$ cat src/rtl/divcfg_pkg.sv
package divcfg_pkg;
    typedef enum logic [1:0] {
        ST_SHIFT = 2'd0,
        ST_PASS  = 2'd1,
        ST_PAR   = 2'd2
    } cfg_state_e;
endpackage

$ cat src/rtl/divcfg_sync.sv
module divcfg_sync #(
    parameter int             W       = 4,
    parameter logic [W-1:0]   RST_VAL = '0
) (
    input  logic         clk,
    input  logic         rst,
    input  logic [W-1:0] async_in,
    output logic [W-1:0] lvl,
    output logic [W-1:0] rise,
    output logic [W-1:0] fall
);
    for (genvar i = 0; i < W; i++) begin : g_bit
        logic meta_q, sync_q, prev_q;
        always_ff @(posedge clk or posedge rst) begin
            if (rst) begin
                meta_q <= RST_VAL[i];
                sync_q <= RST_VAL[i];
                prev_q <= RST_VAL[i];
            end else begin
                meta_q <= async_in[i];
                sync_q <= meta_q;
                prev_q <= sync_q;
            end
        end
        assign lvl[i]  = sync_q;
        assign rise[i] = sync_q & ~prev_q;
        assign fall[i] = ~sync_q & prev_q;
    end
endmodule

$ cat src/rtl/divcfg_shift.sv
module divcfg_shift #(
    parameter int SR_W = 14
) (
    input  logic            clk,
    input  logic            rst,
    input  logic            shift_en,
    input  logic            bit_in,
    output logic [SR_W-1:0] sr_q,
    output logic [SR_W-1:0] sr_next
);
    always_comb begin
        sr_next = sr_q;
        if (shift_en) sr_next = {sr_q[SR_W-2:0], bit_in};
    end

    always_ff @(posedge clk or posedge rst) begin
        if (rst) sr_q <= '0;
        else     sr_q <= sr_next;
    end

    // a shift moves the older bits up by one place
    assert_shift_moves_R1: assert property (@(posedge clk) disable iff (rst)
        shift_en |=> (sr_q[SR_W-1:1] == $past(sr_q[SR_W-2:0])));
endmodule

$ cat src/rtl/divcfg_ctrl.sv
module divcfg_ctrl
    import divcfg_pkg::*;
#(
    parameter int SR_W  = 14,
    parameter int M_W   = 6,
    parameter int N_W   = 2,
    parameter int M_LSB = 0,
    parameter int N_LSB = 9
) (
    input  logic            clk,
    input  logic            rst,
    input  logic            load_lvl,
    input  logic            load_rise,
    input  logic            load_fall,
    input  logic            sclk_rise,
    input  logic            par_act,
    input  logic [M_W-1:0]  par_m,
    input  logic [N_W-1:0]  par_n,
    input  logic [SR_W-1:0] sr_q,
    input  logic [SR_W-1:0] sr_next,
    output logic            shift_en,
    output logic [M_W-1:0]  m_out,
    output logic [N_W-1:0]  n_out,
    output logic            upd
);
    cfg_state_e st_q, st_d;
    logic [M_W-1:0] m_d;
    logic [N_W-1:0] n_d;

    assign shift_en = sclk_rise && !par_act;

    always_comb begin
        st_d = st_q;
        unique case (st_q)
            ST_SHIFT: begin
                if (par_act)        st_d = ST_PAR;
                else if (load_rise) st_d = ST_PASS;
            end
            ST_PASS: begin
                if (par_act)        st_d = ST_PAR;
                else if (load_fall) st_d = ST_SHIFT;
            end
            ST_PAR: begin
                if (!par_act)       st_d = load_lvl ? ST_PASS : ST_SHIFT;
            end
            default:                st_d = ST_SHIFT;
        endcase
    end

    always_ff @(posedge clk or posedge rst) begin
        if (rst) st_q <= ST_SHIFT;
        else     st_q <= st_d;
    end

    always_comb begin
        m_d = m_out;
        n_d = n_out;
        if (par_act) begin
            m_d = par_m;
            n_d = par_n;
        end else begin
            unique case (st_q)
                ST_SHIFT: if (load_rise) begin
                    m_d = sr_next[M_LSB +: M_W];
                    n_d = sr_next[N_LSB +: N_W];
                end
                ST_PASS: if (load_lvl && sclk_rise) begin
                    m_d = sr_next[M_LSB +: M_W];
                    n_d = sr_next[N_LSB +: N_W];
                end
                default: ;
            endcase
        end
    end

    always_ff @(posedge clk or posedge rst) begin
        if (rst) begin
            m_out <= '0;
            n_out <= '0;
            upd   <= 1'b0;
        end else begin
            m_out <= m_d;
            n_out <= n_d;
            upd   <= ({m_d, n_d} != {m_out, n_out});
        end
    end

    assert_transfer_R3: assert property (@(posedge clk) disable iff (rst)
        (st_q == ST_SHIFT && load_rise && !par_act) |=>
        (m_out == sr_q[M_LSB +: M_W] && n_out == sr_q[N_LSB +: N_W]));

    assert_freeze_R4: assert property (@(posedge clk) disable iff (rst)
        (st_q == ST_SHIFT && !load_rise && !par_act) |=>
        ($stable(m_out) && $stable(n_out)));

    assert_track_R5: assert property (@(posedge clk) disable iff (rst)
        (st_q == ST_PASS && load_lvl && sclk_rise && !par_act) |=>
        (m_out == sr_q[M_LSB +: M_W] && n_out == sr_q[N_LSB +: N_W]));

    assert_par_follow_R8: assert property (@(posedge clk) disable iff (rst)
        par_act |=> (m_out == $past(par_m) && n_out == $past(par_n)));

    assert_par_noshift_R8: assert property (@(posedge clk) disable iff (rst)
        (st_q == ST_PAR && par_act) |=> $stable(sr_q));

    assert_pulse_on_change_R9: assert property (@(posedge clk) disable iff (rst)
        !$stable({m_out, n_out}) |-> upd);

    assert_pulse_only_change_R9: assert property (@(posedge clk) disable iff (rst)
        upd |-> !$stable({m_out, n_out}));
endmodule

$ cat src/rtl/divcfg_serial_port.sv
module divcfg_serial_port #(
    parameter int M_W      = 6,
    parameter int N_W      = 2,
    parameter int LEAD_W   = 2,
    parameter int PAD_HI_W = 1,
    parameter int PAD_LO_W = 3
) (
    input  logic           clk,
    input  logic           mreset,
    input  logic           ser_clk,
    input  logic           ser_data,
    input  logic           ser_load,
    input  logic           par_load_n,
    input  logic [M_W-1:0] par_m,
    input  logic [N_W-1:0] par_n,
    output logic [M_W-1:0] m_out,
    output logic [N_W-1:0] n_out,
    output logic           div_update
);
    localparam int SR_W  = LEAD_W + PAD_HI_W + N_W + PAD_LO_W + M_W;
    localparam int M_LSB = 0;
    localparam int N_LSB = M_W + PAD_LO_W;
    localparam int IN_W  = 4;

    logic [IN_W-1:0] s_lvl, s_rise, s_fall;
    logic [SR_W-1:0] sr_q, sr_next;
    logic            shift_en;

    divcfg_sync #(.W(IN_W), .RST_VAL(4'b1000)) u_sync (
        .clk      (clk),
        .rst      (mreset),
        .async_in ({par_load_n, ser_load, ser_data, ser_clk}),
        .lvl      (s_lvl),
        .rise     (s_rise),
        .fall     (s_fall)
    );

    divcfg_shift #(.SR_W(SR_W)) u_shift (
        .clk      (clk),
        .rst      (mreset),
        .shift_en (shift_en),
        .bit_in   (s_lvl[1]),
        .sr_q     (sr_q),
        .sr_next  (sr_next)
    );

    divcfg_ctrl #(
        .SR_W(SR_W), .M_W(M_W), .N_W(N_W), .M_LSB(M_LSB), .N_LSB(N_LSB)
    ) u_ctrl (
        .clk       (clk),
        .rst       (mreset),
        .load_lvl  (s_lvl[2]),
        .load_rise (s_rise[2]),
        .load_fall (s_fall[2]),
        .sclk_rise (s_rise[0]),
        .par_act   (!s_lvl[3]),
        .par_m     (par_m),
        .par_n     (par_n),
        .sr_q      (sr_q),
        .sr_next   (sr_next),
        .shift_en  (shift_en),
        .m_out     (m_out),
        .n_out     (n_out),
        .upd       (div_update)
    );
endmodule

$ cat config.mk
export PLATFORM = sky130hd
export DESIGN_NAME = divcfg_serial_port
export DESIGN_NICKNAME = d
export VERILOG_FILES = /design/src/rtl/divcfg_pkg.sv /design/src/rtl/divcfg_sync.sv /design/src/rtl/divcfg_shift.sv /design/src/rtl/divcfg_ctrl.sv /design/src/rtl/divcfg_serial_port.sv
export SDC_FILE = /design/constraint.sdc
export NUM_CORES = 1
export LEC_CHECK = 0
export BUFFER_PORTS_ARGS = -buffer_cell sky130_fd_sc_hd__buf_2
export CAP_MARGIN = 30
export CORE_ASPECT_RATIO = 2
export CORE_UTILIZATION = 50
export CTS_BUF_LIST = sky130_fd_sc_hd__clkbuf_16
export CTS_CLUSTER_SIZE = 10
export DETAILED_ROUTE_END_ITERATION = 6
export PLACE_DENSITY = 0.78
export SETUP_SLACK_MARGIN = 0.4
export SYNTH_ARGS = -nofsm -noshare
export SYNTH_HDL_FRONTEND = slang
export SYNTH_SLANG_ARGS = --single-unit
$ cat constraint.sdc
create_clock -name clk -period 2.5 [get_ports clk]
set_input_delay 0.125 -clock clk [delete_from_list [all_inputs] [get_ports clk]]
set_output_delay 0.125 -clock clk [all_outputs]
set_load 0.02 [all_outputs]
==> reports/metrics.yaml <==
clock_network:
  clockBufferDepth: 2
  cts_tree: "done"
  numCtsBuffers: 5
  cts_root_buffer: "clkbuf_16"
  clock_sinks: 32
  htree_levels: 2
  path_clk_slew_ns: 0.06
  clk_latency_ns: 0.28
routing:
  drtAntennaViolNets: 0
  via_per_inst: 5.89
  routed_wl_microns: 5140
  drc: 0
  drtIter0Drc: 61
  vias: 1732
  dr.pass1.iters: 4
  routedWlPerCell_microns: 17.5
floorplan:
  num_rows: 31
  initial_core_util_pct: 52.9
  fp.dieH_microns: 90.3
  core-area_sq_um: 3680
  ios: 23
  die_area_sq_um: 4160
  die_w_microns: 46.1
global_route:
  grt_usage_pct: 27.0
  grt_pass1_vias: 1756
  grt_remaining_overflow: 0
  grt_pass1_wl_microns: 8090
  antenna_found_initial: 0
  grt_max_degree: 33
worst_setup_path:
  crit_required_ns: 2.65
  worst_setup_path_start_kind: "register"
  rrSetupSlack_ns: 0.26
  regToRegEndpoint: "u_ctrl.upd$_DFF_PP0_"
  cp.arrival_ns: 2.39
  crit_type: "reg2reg"
  critPathMaxFanout: 3
  rr_worst_depth: 6
  regToRegStartpoint: "u_sync.g_bit[3].sync_q$_DFF_PP1_"
  endpoint_kind: "register"
yosys:
  synth_area_leaders: "dfrtp_1, mux2i_1, a21oi_1, o21ai_0, nor2_1"
  synth_nets: 222
  ys_top_cells_by_count: "dfrtp_1, a21oi_1, nor2_1"
  synthArstFlopShare_pct: 100
  synth_top_area_cell: "dfrtp_1"
  yosysSeqAreaShare_pct: 41.2
  yosysMostFrequentCell: "dfrtp_1"
  ys_warn_count: 0
  ys_ff_latch: 32
  synthFlopType: "dfrtp_1"
  synth_edf_count: 0
  yosysUniqueCellTypes: 42
  syn_area_sq_um: 1950
  syn_area_per_cell_sq_um: 9.37
  synth.top_cell.area_share_pct: 38.5
  synth_cells: 208
sta:
  timing.fmax_ghz: 0.446
  setup_tns_ns: 0
  finalCritPeriodShare_pct: 89.7
  finalSetupViolCount: 0
  final_max_slew_viol_count: 0
  max_slew_margin_pct: 59.1
  skew_ns: 0.00321
  rsz0062_at_grt: "yes"
  hold_viol_final: 0
  tightest_slew_ns: 0.598
  period_minus_slack_ns: 2.24
run_status:
  outcome: "finished clean"
pwr:
  power_frac_clock_pct: 37.4
  pwr-share-comb_pct: 25.0
  intPower_w: 0.00129
  p_switching_w: 0.000578
  seqPwrFrac_pct: 37.7
  powerDensity_nw_per_um2: 756
  p_leak_nw: 1.12
  swShare_pct: 31.0
  ir_worst_vdd_mv: 0.542
placed_design:
  numPlacedInstances: 278
  gp_congestion: 0.974
  port_buffers: 22
  place_area_sq_um: 2140
  dpl.hpwl_microns: 3390
finish:
  syn2layout_area_growth_pct: 26.7
  final-instance-count-excl-fill: 294
  fillerInstances: 300
  drive_above_1_share_pct: 28.2
  design_area_sq_um: 2470
  diodes: 0
  fin_nets: 258
worst_hold_path:
  whs_endpoint: "u_ctrl.m_out[1]$_DFF_PP0_"
  hp-class: "in2reg"
  hp-start: "par_m[1]"
  hold_path_depth: 3
run:
  max_cap_viol_count: 0
[layout make-up]
class | instances | area (sq um) | area share [%]
Clock inverter | 3 | 42.5 | 1.72
Clock buffer | 5 | 125 | 5.07
Sequential cell | 32 | 803 | 32.6
Multi-Input combinational cell | 149 | 1060 | 43.0
Inverter | 15 | 56.3 | 2.28
Tap cell | 49 | 61.3 | 2.48
Timing Repair Buffer | 41 | 319 | 12.9
[critical path: stages (launching register included)]
cell and delay [ns]:
dfstp_2 0.61, nand3b_4 0.12, mux2_4 0.34, and2b_2 0.22
mux2_4 0.20, o211ai_1 0.08, or4_1 0.53
[per-stage QoR]
stage | util (%) | power, W | worst slack, ns | hold slack [ns]
final | 67.0 | 0.00187 | 0.258 | 0.130
after global routing | 67.0 | 0.00195 | 0.215 | 0.153
after CTS | 65.2 | 0.00183 | 0.293 | 0.126
after detailed placement | 58.0 | 0.00112 | 0.174 | 0.233
after global placement | 58.0 | 0.00111 | 0.210 | 0.224
after floorplan | - | 0.000972 | 0.420 | 0.129
[repair_timing]
action,CTS,global route
pin swaps,0,4
gates resized for setup,2,10
hold buffers,5,0
gates cloned,1,0
endpoints found under the hold margin,34,0
setup endpoints to repair,1,1
buffers inserted,1,1
[cells by family after synthesis]
family / after synthesis / synth area share, %
mux: 21 / 11.4
xor+xnor: 7 / 3.15
simple gates: 54 / 14.4
buf+inv: 27 / 7.26
compound gates: 67 / 22.6
flops: 32 / 41.2
[cell usage in the layout, fill, tap and decap left out, types with 3 or more instances in the layout]
cell type / n
clkbuf_16: 5
nand2_1: 15
mux2i_2: 3
dfrtp_1: 30
mux2_2: 3
and2b_2: 4
buf_4: 10
o31ai_1: 5
o21ai_0: 15
buf_2: 22
nor3_1: 3
mux2_4: 3
a21oi_1: 21
nor2_1: 17
xnor2_1: 6
nand3b_1: 3
mux2i_1: 11
a211oi_1: 7
inv_1: 15
dlygate4sd3_1: 5
[worst max path at each step]
stage	startpoint	end
after floorplan	u_sync.g_bit[3].sync_q$_DFF_PP1_	u_ctrl.upd$_DFF_PP0_
after global placement	u_ctrl.st_q[1]$_DFFE_PP0P_	u_ctrl.upd$_DFF_PP0_
after detailed placement	u_ctrl.st_q[1]$_DFFE_PP0P_	u_ctrl.upd$_DFF_PP0_
after CTS	u_sync.g_bit[3].sync_q$_DFF_PP1_	u_ctrl.upd$_DFF_PP0_
after global routing	u_sync.g_bit[3].sync_q$_DFF_PP1_	u_ctrl.upd$_DFF_PP0_
final	u_sync.g_bit[3].sync_q$_DFF_PP1_	u_ctrl.upd$_DFF_PP0_
[power by group through the flow]
stage | clock (W) | sequential [W] | combinational (W)
2_1_floorplan | 0 | 0.000696 | 0.000276
3_3_place_gp | 0 | 0.000695 | 0.000415
3_5_place_dp | 0 | 0.000700 | 0.000420
4_1_cts | 0.000702 | 0.000692 | 0.000439
5_1_grt | 0.000733 | 0.000713 | 0.000506
6_report | 0.000697 | 0.000703 | 0.000466
[registers in the layout (all words and copies together), names as in the netlist]
register,cells
u_ctrl.m_out,6
u_ctrl.n_out,2
u_ctrl.st_q,2
u_ctrl.upd,1
u_shift.sr_q,11
u_sync.g_bit.meta_q,4
u_sync.g_bit.prev_q,2
u_sync.g_bit.sync_q,4
[layer usage]
layer	vias to the layer above	global-route usage, %	part of all wire, %
li1	816	-	-
met1	831	27.9	37
met2	71	46.2	55
met3	14	6.20	3.8
met4	0	14.7	3.4
met5	-	0	0
Power figures use the tool's default switching activity.
